### config.mk
export PLATFORM = sky130hd
export DESIGN_NAME = rename_unit
export DESIGN_NICKNAME = d
export VERILOG_FILES = /design/src/rtl/rename_pkg.sv /design/src/rtl/rename_map.sv /design/src/rtl/rename_freelist.sv /design/src/rtl/rename_unit.sv
export SDC_FILE = /design/constraint.sdc
export NUM_CORES = 1
export LEC_CHECK = 0
export BUFFER_PORTS_ARGS = -buffer_cell sky130_fd_sc_hd__buf_4
export CELL_PAD_IN_SITES_DETAIL_PLACEMENT = 0
export CELL_PAD_IN_SITES_GLOBAL_PLACEMENT = 1
export CORE_UTILIZATION = 45
export DETAILED_ROUTE_END_ITERATION = 8
export GPL_TIMING_DRIVEN = 0
export PLACE_DENSITY = 0.83
export SLEW_MARGIN = 10
export SYNTH_ARGS = -nofsm -noshare
export SYNTH_HDL_FRONTEND = slang
export SYNTH_SLANG_ARGS = --single-unit
### constraint.sdc
create_clock -name clk -period 5.7 [get_ports clk]
set_input_delay 0.285 -clock clk [delete_from_list [all_inputs] [get_ports clk]]
set_output_delay 0.285 -clock clk [all_outputs]
set_load 0.05 [all_outputs]
### src/rtl/rename_pkg.sv
package rename_pkg;
  localparam int RN_ARCH_REGS = 9;
  localparam int RN_PHYS_REGS = 16;
endpackage

### src/rtl/rename_map.sv
module rename_map #(
  parameter int ARCH_REGS = rename_pkg::RN_ARCH_REGS,
  parameter int ARCH_W    = 4,
  parameter int TAG_W     = 4
) (
  input  logic              clk,
  input  logic              rst_n,
  input  logic [ARCH_W-1:0] rd0_idx,
  input  logic [ARCH_W-1:0] rd1_idx,
  input  logic [ARCH_W-1:0] rdd_idx,
  output logic [TAG_W-1:0]  rd0_tag,
  output logic [TAG_W-1:0]  rd1_tag,
  output logic [TAG_W-1:0]  rdd_tag,
  input  logic              wr_en,
  input  logic [ARCH_W-1:0] wr_idx,
  input  logic [TAG_W-1:0]  wr_tag
);

  logic [TAG_W-1:0] map_q [ARCH_REGS];
  logic [TAG_W-1:0] map_d [ARCH_REGS];
  logic [ARCH_REGS-1:0] ent_en;

  function automatic logic [TAG_W-1:0] lookup(input logic [ARCH_W-1:0] idx,
                                              input logic [TAG_W-1:0] tbl [ARCH_REGS]);
    logic [TAG_W-1:0] r;
    r = '0;
    for (int i = 0; i < ARCH_REGS; i++) begin
      if (idx == ARCH_W'(i)) r = tbl[i];
    end
    return r;
  endfunction

  always_comb begin
    rd0_tag = lookup(rd0_idx, map_q);
    rd1_tag = lookup(rd1_idx, map_q);
    rdd_tag = lookup(rdd_idx, map_q);
  end

  for (genvar g = 0; g < ARCH_REGS; g++) begin : g_ent
    always_comb begin
      ent_en[g] = wr_en && (wr_idx == ARCH_W'(g));
      map_d[g]  = ent_en[g] ? wr_tag : map_q[g];
    end

    always_ff @(posedge clk or negedge rst_n) begin
      if (!rst_n) begin
        map_q[g] <= TAG_W'(g);
      end else if (ent_en[g]) begin
        map_q[g] <= map_d[g];
      end
    end
  end

  AST_MAP_WRITE: assert property (@(posedge clk) disable iff (!rst_n)
    (wr_en && (wr_idx < ARCH_W'(ARCH_REGS))) |=> (map_q[$past(wr_idx)] == $past(wr_tag)));

endmodule

### src/rtl/rename_freelist.sv
module rename_freelist #(
  parameter int DEPTH = 7,
  parameter int BASE  = 9,
  parameter int TAG_W = 4
) (
  input  logic             clk,
  input  logic             rst_n,
  input  logic             pop,
  output logic [TAG_W-1:0] head_tag,
  output logic             empty,
  input  logic             push,
  input  logic [TAG_W-1:0] push_tag
);

  localparam int PTR_W = (DEPTH > 1) ? $clog2(DEPTH) : 1;
  localparam int CNT_W = $clog2(DEPTH + 1);

  logic [TAG_W-1:0] mem_q [DEPTH];
  logic [PTR_W-1:0] hd_q, hd_d, tl_q, tl_d;
  logic [CNT_W-1:0] cnt_q, cnt_d;

  function automatic logic [PTR_W-1:0] bump(input logic [PTR_W-1:0] p);
    return (p == PTR_W'(DEPTH - 1)) ? '0 : p + 1'b1;
  endfunction

  always_comb begin
    hd_d  = pop  ? bump(hd_q) : hd_q;
    tl_d  = push ? bump(tl_q) : tl_q;
    cnt_d = cnt_q;
    if (push && !pop) cnt_d = cnt_q + 1'b1;
    if (pop && !push) cnt_d = cnt_q - 1'b1;
  end

  assign empty    = (cnt_q == '0);
  assign head_tag = mem_q[hd_q];

  always_ff @(posedge clk or negedge rst_n) begin
    if (!rst_n) begin
      hd_q  <= '0;
      tl_q  <= '0;
      cnt_q <= CNT_W'(DEPTH);
    end else begin
      if (pop)          hd_q  <= hd_d;
      if (push)         tl_q  <= tl_d;
      if (push != pop)  cnt_q <= cnt_d;
    end
  end

  for (genvar g = 0; g < DEPTH; g++) begin : g_slot
    always_ff @(posedge clk or negedge rst_n) begin
      if (!rst_n) begin
        mem_q[g] <= TAG_W'(BASE + g);
      end else if (push && (tl_q == PTR_W'(g))) begin
        mem_q[g] <= push_tag;
      end
    end
  end

  AST_NO_UNDERFLOW: assert property (@(posedge clk) disable iff (!rst_n)
    pop |-> (cnt_q != '0));
  AST_NO_OVERFLOW: assert property (@(posedge clk) disable iff (!rst_n)
    (push && !pop) |-> (cnt_q != CNT_W'(DEPTH)));
  AST_COUNT_HOLD: assert property (@(posedge clk) disable iff (!rst_n)
    (push && pop) |=> $stable(cnt_q));

endmodule

### src/rtl/rename_unit.sv
module rename_unit #(
  parameter int ARCH_REGS = rename_pkg::RN_ARCH_REGS,
  parameter int PHYS_REGS = rename_pkg::RN_PHYS_REGS,
  parameter int ARCH_W    = $clog2(ARCH_REGS),
  parameter int TAG_W     = $clog2(PHYS_REGS)
) (
  input  logic              clk,
  input  logic              rst_n,
  input  logic              disp_valid,
  output logic              disp_ready,
  input  logic [ARCH_W-1:0] disp_src0_arch,
  input  logic [ARCH_W-1:0] disp_src1_arch,
  input  logic              disp_dst_en,
  input  logic [ARCH_W-1:0] disp_dst_arch,
  output logic [TAG_W-1:0]  src0_phys,
  output logic [TAG_W-1:0]  src1_phys,
  output logic [TAG_W-1:0]  dst_phys,
  output logic [TAG_W-1:0]  dst_old_phys,
  input  logic              cmt_valid,
  input  logic              cmt_free_en,
  input  logic [TAG_W-1:0]  cmt_free_phys
);

  localparam int FREE_DEPTH = PHYS_REGS - ARCH_REGS;

  logic fl_empty, alloc, release_tag;

  assign disp_ready  = !disp_dst_en || !fl_empty;
  assign alloc       = disp_valid && disp_dst_en && !fl_empty;
  assign release_tag = cmt_valid && cmt_free_en;

  rename_map #(
    .ARCH_REGS(ARCH_REGS), .ARCH_W(ARCH_W), .TAG_W(TAG_W)
  ) u_map (
    .clk(clk), .rst_n(rst_n),
    .rd0_idx(disp_src0_arch), .rd1_idx(disp_src1_arch), .rdd_idx(disp_dst_arch),
    .rd0_tag(src0_phys), .rd1_tag(src1_phys), .rdd_tag(dst_old_phys),
    .wr_en(alloc), .wr_idx(disp_dst_arch), .wr_tag(dst_phys)
  );

  rename_freelist #(
    .DEPTH(FREE_DEPTH), .BASE(ARCH_REGS), .TAG_W(TAG_W)
  ) u_free (
    .clk(clk), .rst_n(rst_n),
    .pop(alloc), .head_tag(dst_phys), .empty(fl_empty),
    .push(release_tag), .push_tag(cmt_free_phys)
  );

  AST_NEW_DIFFERS_OLD: assert property (@(posedge clk) disable iff (!rst_n)
    alloc |-> (dst_phys != dst_old_phys));
  AST_NODST_NO_MAP_CHANGE: assert property (@(posedge clk) disable iff (!rst_n)
    (disp_valid && !disp_dst_en) |=> (src0_phys == $past(src0_phys)) || $past(release_tag)
      || (disp_src0_arch != $past(disp_src0_arch)));

endmodule

==> results.sh <==
export IMPL_arrival_ns=2.22
export IMPL_grt_usage_pct=22.1
export IMPL_slew_viol_final=0
export IMPL_outcome="finished clean"
export IMPL_die_h_um=101
export IMPL_critical_path_class="register to output pin"
export IMPL_h_tree_depth=3
export IMPL_antenna_diode_count=0
export IMPL_cts_setup_buffers=0
export IMPL_path_buf_inv=3
export IMPL_area_delta_synth_final_pct=13.6
export IMPL_die_x_um=101
export IMPL_cts_tree="built"
export IMPL_fin_crit_ns=2.50
export IMPL_maxCapViolCount=0
export IMPL_reg2reg_depth=9
export IMPL_min_path_type="primary input to async pin"
export IMPL_async_reset_ff_share_pct=100
export IMPL_antenna_found_initial=0
export IMPL_clk_pin_slew_ns=0.08
export IMPL_initial_core_util_pct=46.8
export IMPL_internal_power_w=0.00153
export IMPL_ys_ff_latch=73
export IMPL_power_switching_w=0.00111
export IMPL_cp_max_fo=10
export IMPL_core_mm2=0.00933
export IMPL_multi_input_area_mm2=0.00235
export IMPL_yosysUniqueCellTypes=56
export IMPL_yosys_warnings=0
export IMPL_dr_pass1_iters=4
export IMPL_netlist_area_mm2=0.00437
export IMPL_power_share_clock_pct=13.7
export IMPL_start_kind="register"
export IMPL_end_kind="output pin"
export IMPL_seqPwrFrac_pct=42.0
export IMPL_cts_sinks=73
export IMPL_netlist_instances=400
export IMPL_ctsRootBufferMaster="clkbuf_8"
export IMPL_wirelength_um=10500
export IMPL_drtIter0Drc=178
export IMPL_fp_dieArea_mm2=0.0101
export IMPL_cp_slowest_stage_delay_ns=0.48
export IMPL_synth_edff_count=0
export IMPL_hold_viol=0
export IMPL_place_congestion=0.878
export IMPL_worstPathRequired_ns=5.41
export IMPL_syn_num_nets=425
export IMPL_seq_area_frac_synth_pct=42.8
export IMPL_hold_buffers=0
export IMPL_numCtsBuffers=9
export IMPL_min_period_over_period_pct=43.9
export IMPL_p_leak_nw=2.05
export IMPL_slew_limit_headroom_pct=39.9
export IMPL_crit_slowest_cell="a21oi_2"
export IMPL_synth_top_area_share_pct=21.8
export IMPL_dpl_hpwl_um=7640
export IMPL_overflow=0
export IMPL_fin_nets=471
export IMPL_dpl_instance_area_mm2=0.00479
export IMPL_setup_viol_count_final=0
export IMPL_powerDensity_mw_per_mm2=531
export IMPL_swShare_pct=42.0
export IMPL_drc=0
export IMPL_grt_pass1_vias=3354
export IMPL_rsz0062_at_grt="no"
export IMPL_fmax_mhz=399
export IMPL_crit_top_cell="buf_4"
export IMPL_finClkSkew_ns=0.0103
export IMPL_routed_via_density=5.78
export IMPL_drive_gt1_share_pct=43.2
export IMPL_grt_max_degree=74
export IMPL_clk_latency_ns=0.36
export IMPL_seqCellArea_mm2=0.00187
export IMPL_ir_drop_mv=0.254
export IMPL_timing_rr_end="u_free.cnt_q[2]"
export IMPL_synth_top_area_cell="dfrtp_1"
export IMPL_ys_flop_type="dfrtp_1"
export IMPL_p_comb_share_pct=44.4
export IMPL_path_cells="buf_4 > buf_6 > mux2i_1 > a22o_2 > a21oi_2 > buf_4"
export IMPL_syn_area_per_cell_um2=10.9
export IMPL_grt_pass1_wl_um=16900
export IMPL_rows=35
export IMPL_ioPinCount=39
export IMPL_cp_top_family="compound AO/OA/AOI/OAI gates"
export IMPL_synth_area_leaders="dfrtp_1 22%, dfstp_2 21%, mux2_2 17%"
export IMPL_r2r_slack_ns=3.46
export IMPL_cts_resized=0
export IMPL_setup_tns_ns=0
export IMPL_port_buffers=35
export IMPL_final_area_mm2=0.00496
export IMPL_rr_startpoint="u_free.cnt_q[0]"
export IMPL_antenna_left=0
export IMPL_vias=3355
export IMPL_wl_per_cell_um=18.0
export IMPL_startpoint="u_free.hd_q[1]"
export IMPL_n_fill_cell=854
export IMPL_worstMarginPinSlew_ns=0.902
export IMPL_clk_path_buf_depth=2
-- worst max path at each step --
stage                   end  depth (start not counted)
6_report        dst_phys[1]                          6
3_5_place_dp   src1_phys[1]                          6
3_3_place_gp   src1_phys[1]                          6
2_1_floorplan  src1_phys[0]                          6
4_1_cts         dst_phys[1]                          6
5_1_grt         dst_phys[1]                          7
-- final cells by class --
cell class	instances	area share [%]
well taps	129	3.25
inverters	8	0.605
repair buffers	35	5.30
multi-input cells	299	47.3
clock buffers	9	2.50
clock inverters	7	0.958
plain buffers	20	2.40
flip-flops and latches	73	37.7
-- power groups by stage --
stage               registers [W]  clock network (W)  logic (W)
floorplan                 0.00101                  0   0.000881
global placement          0.00109                  0    0.00114
detailed placement        0.00111                  0    0.00117
CTS                       0.00110           0.000369    0.00118
global route              0.00114           0.000393    0.00125
finish                    0.00111           0.000360    0.00117
-- logic make-up after synthesis --
group / after synthesis / share of synthesized area (%)
AND/OR/NAND/NOR: 115 / 14.0
multiplexers: 93 / 25.6
AO/OA/AOI/OAI: 85 / 12.6
flip-flops: 73 / 42.8
buffers and inverters: 28 / 3.41
XOR/XNOR: 3 / 0.602
adder cells (fa/ha/maj): 3 / 1.03
-- Yosys cell counts (3+ instances only) --
master	number
mux4_2	7
o21ai_0	31
dfrtp_1	38
dfstp_2	35
mux2_2	64
nand2_1	39
nand3b_1	3
a22oi_1	5
a21boi_0	3
o32ai_1	3
inv_1	7
a21oi_1	16
a22o_2	4
nor2b_1	8
a31oi_1	4
mux2i_1	18
buf_2	8
nor3_1	7
clkbuf_1	7
nor2_1	28
nand3_1	11
nand2b_1	4
a21oi_2	4
mux2_4	4
-- per-stage QoR --
stage | cells | worst slack, ns | utilization, % | hold slack [ns] | power, W
after floorplan | 400 | 3.15 | - | -0.0106 | 0.00189
after global placement | 564 | 3.46 | 51.4 | 0.453 | 0.00223
after detailed placement | 564 | 3.43 | 51.4 | 0.475 | 0.00228
after CTS | 580 | 3.19 | 53.2 | 0.0897 | 0.00265
after global routing | 580 | 3.13 | 53.2 | 0.118 | 0.00278
final | 580 | 3.20 | 53.2 | 0.0490 | 0.00263
-- per-layer routing --
| metal | track usage (%) | share of wire, % | up-vias |
|---|---|---|---|
| li1 | - | - | 1564 |
| met1 | 28.0 | 45 | 1661 |
| met2 | 37.6 | 48 | 106 |
| met3 | 3.47 | 3.9 | 24 |
| met4 | 9.70 | 3.0 | 0 |
| met5 | 0 | 0 | - |
-- worst reg2reg max path, stage by stage (launching register included) --
cell and delay [ns]:
dfstp_2 0.56, or3_4 0.13, nand3_4 0.15, inv_2 0.18, ha_1 0.21, inv_1 0.07
fa_1 0.43, xor2_1 0.15, nor2_1 0.12, xor2_1 0.17
-- flip-flops by register name (all words and copies together) (netlist names) --
register and flops:
u_free.hd_q 3, u_free.mem_q 28, u_free.tl_q 3, u_map.map_q 36
u_free.cnt_q 3
-- cells in the final DEF, fill, tap and decap left out, types with 11 or more instances in the layout --
cell type,count
dfstp_2,35
mux2_2,64
dfrtp_1,38
nand3_1,11
nand2_1,39
mux2i_1,18
o21ai_0,31
buf_4,37
a21oi_1,16
nor2_1,28
Power figures use the tool's default switching activity.
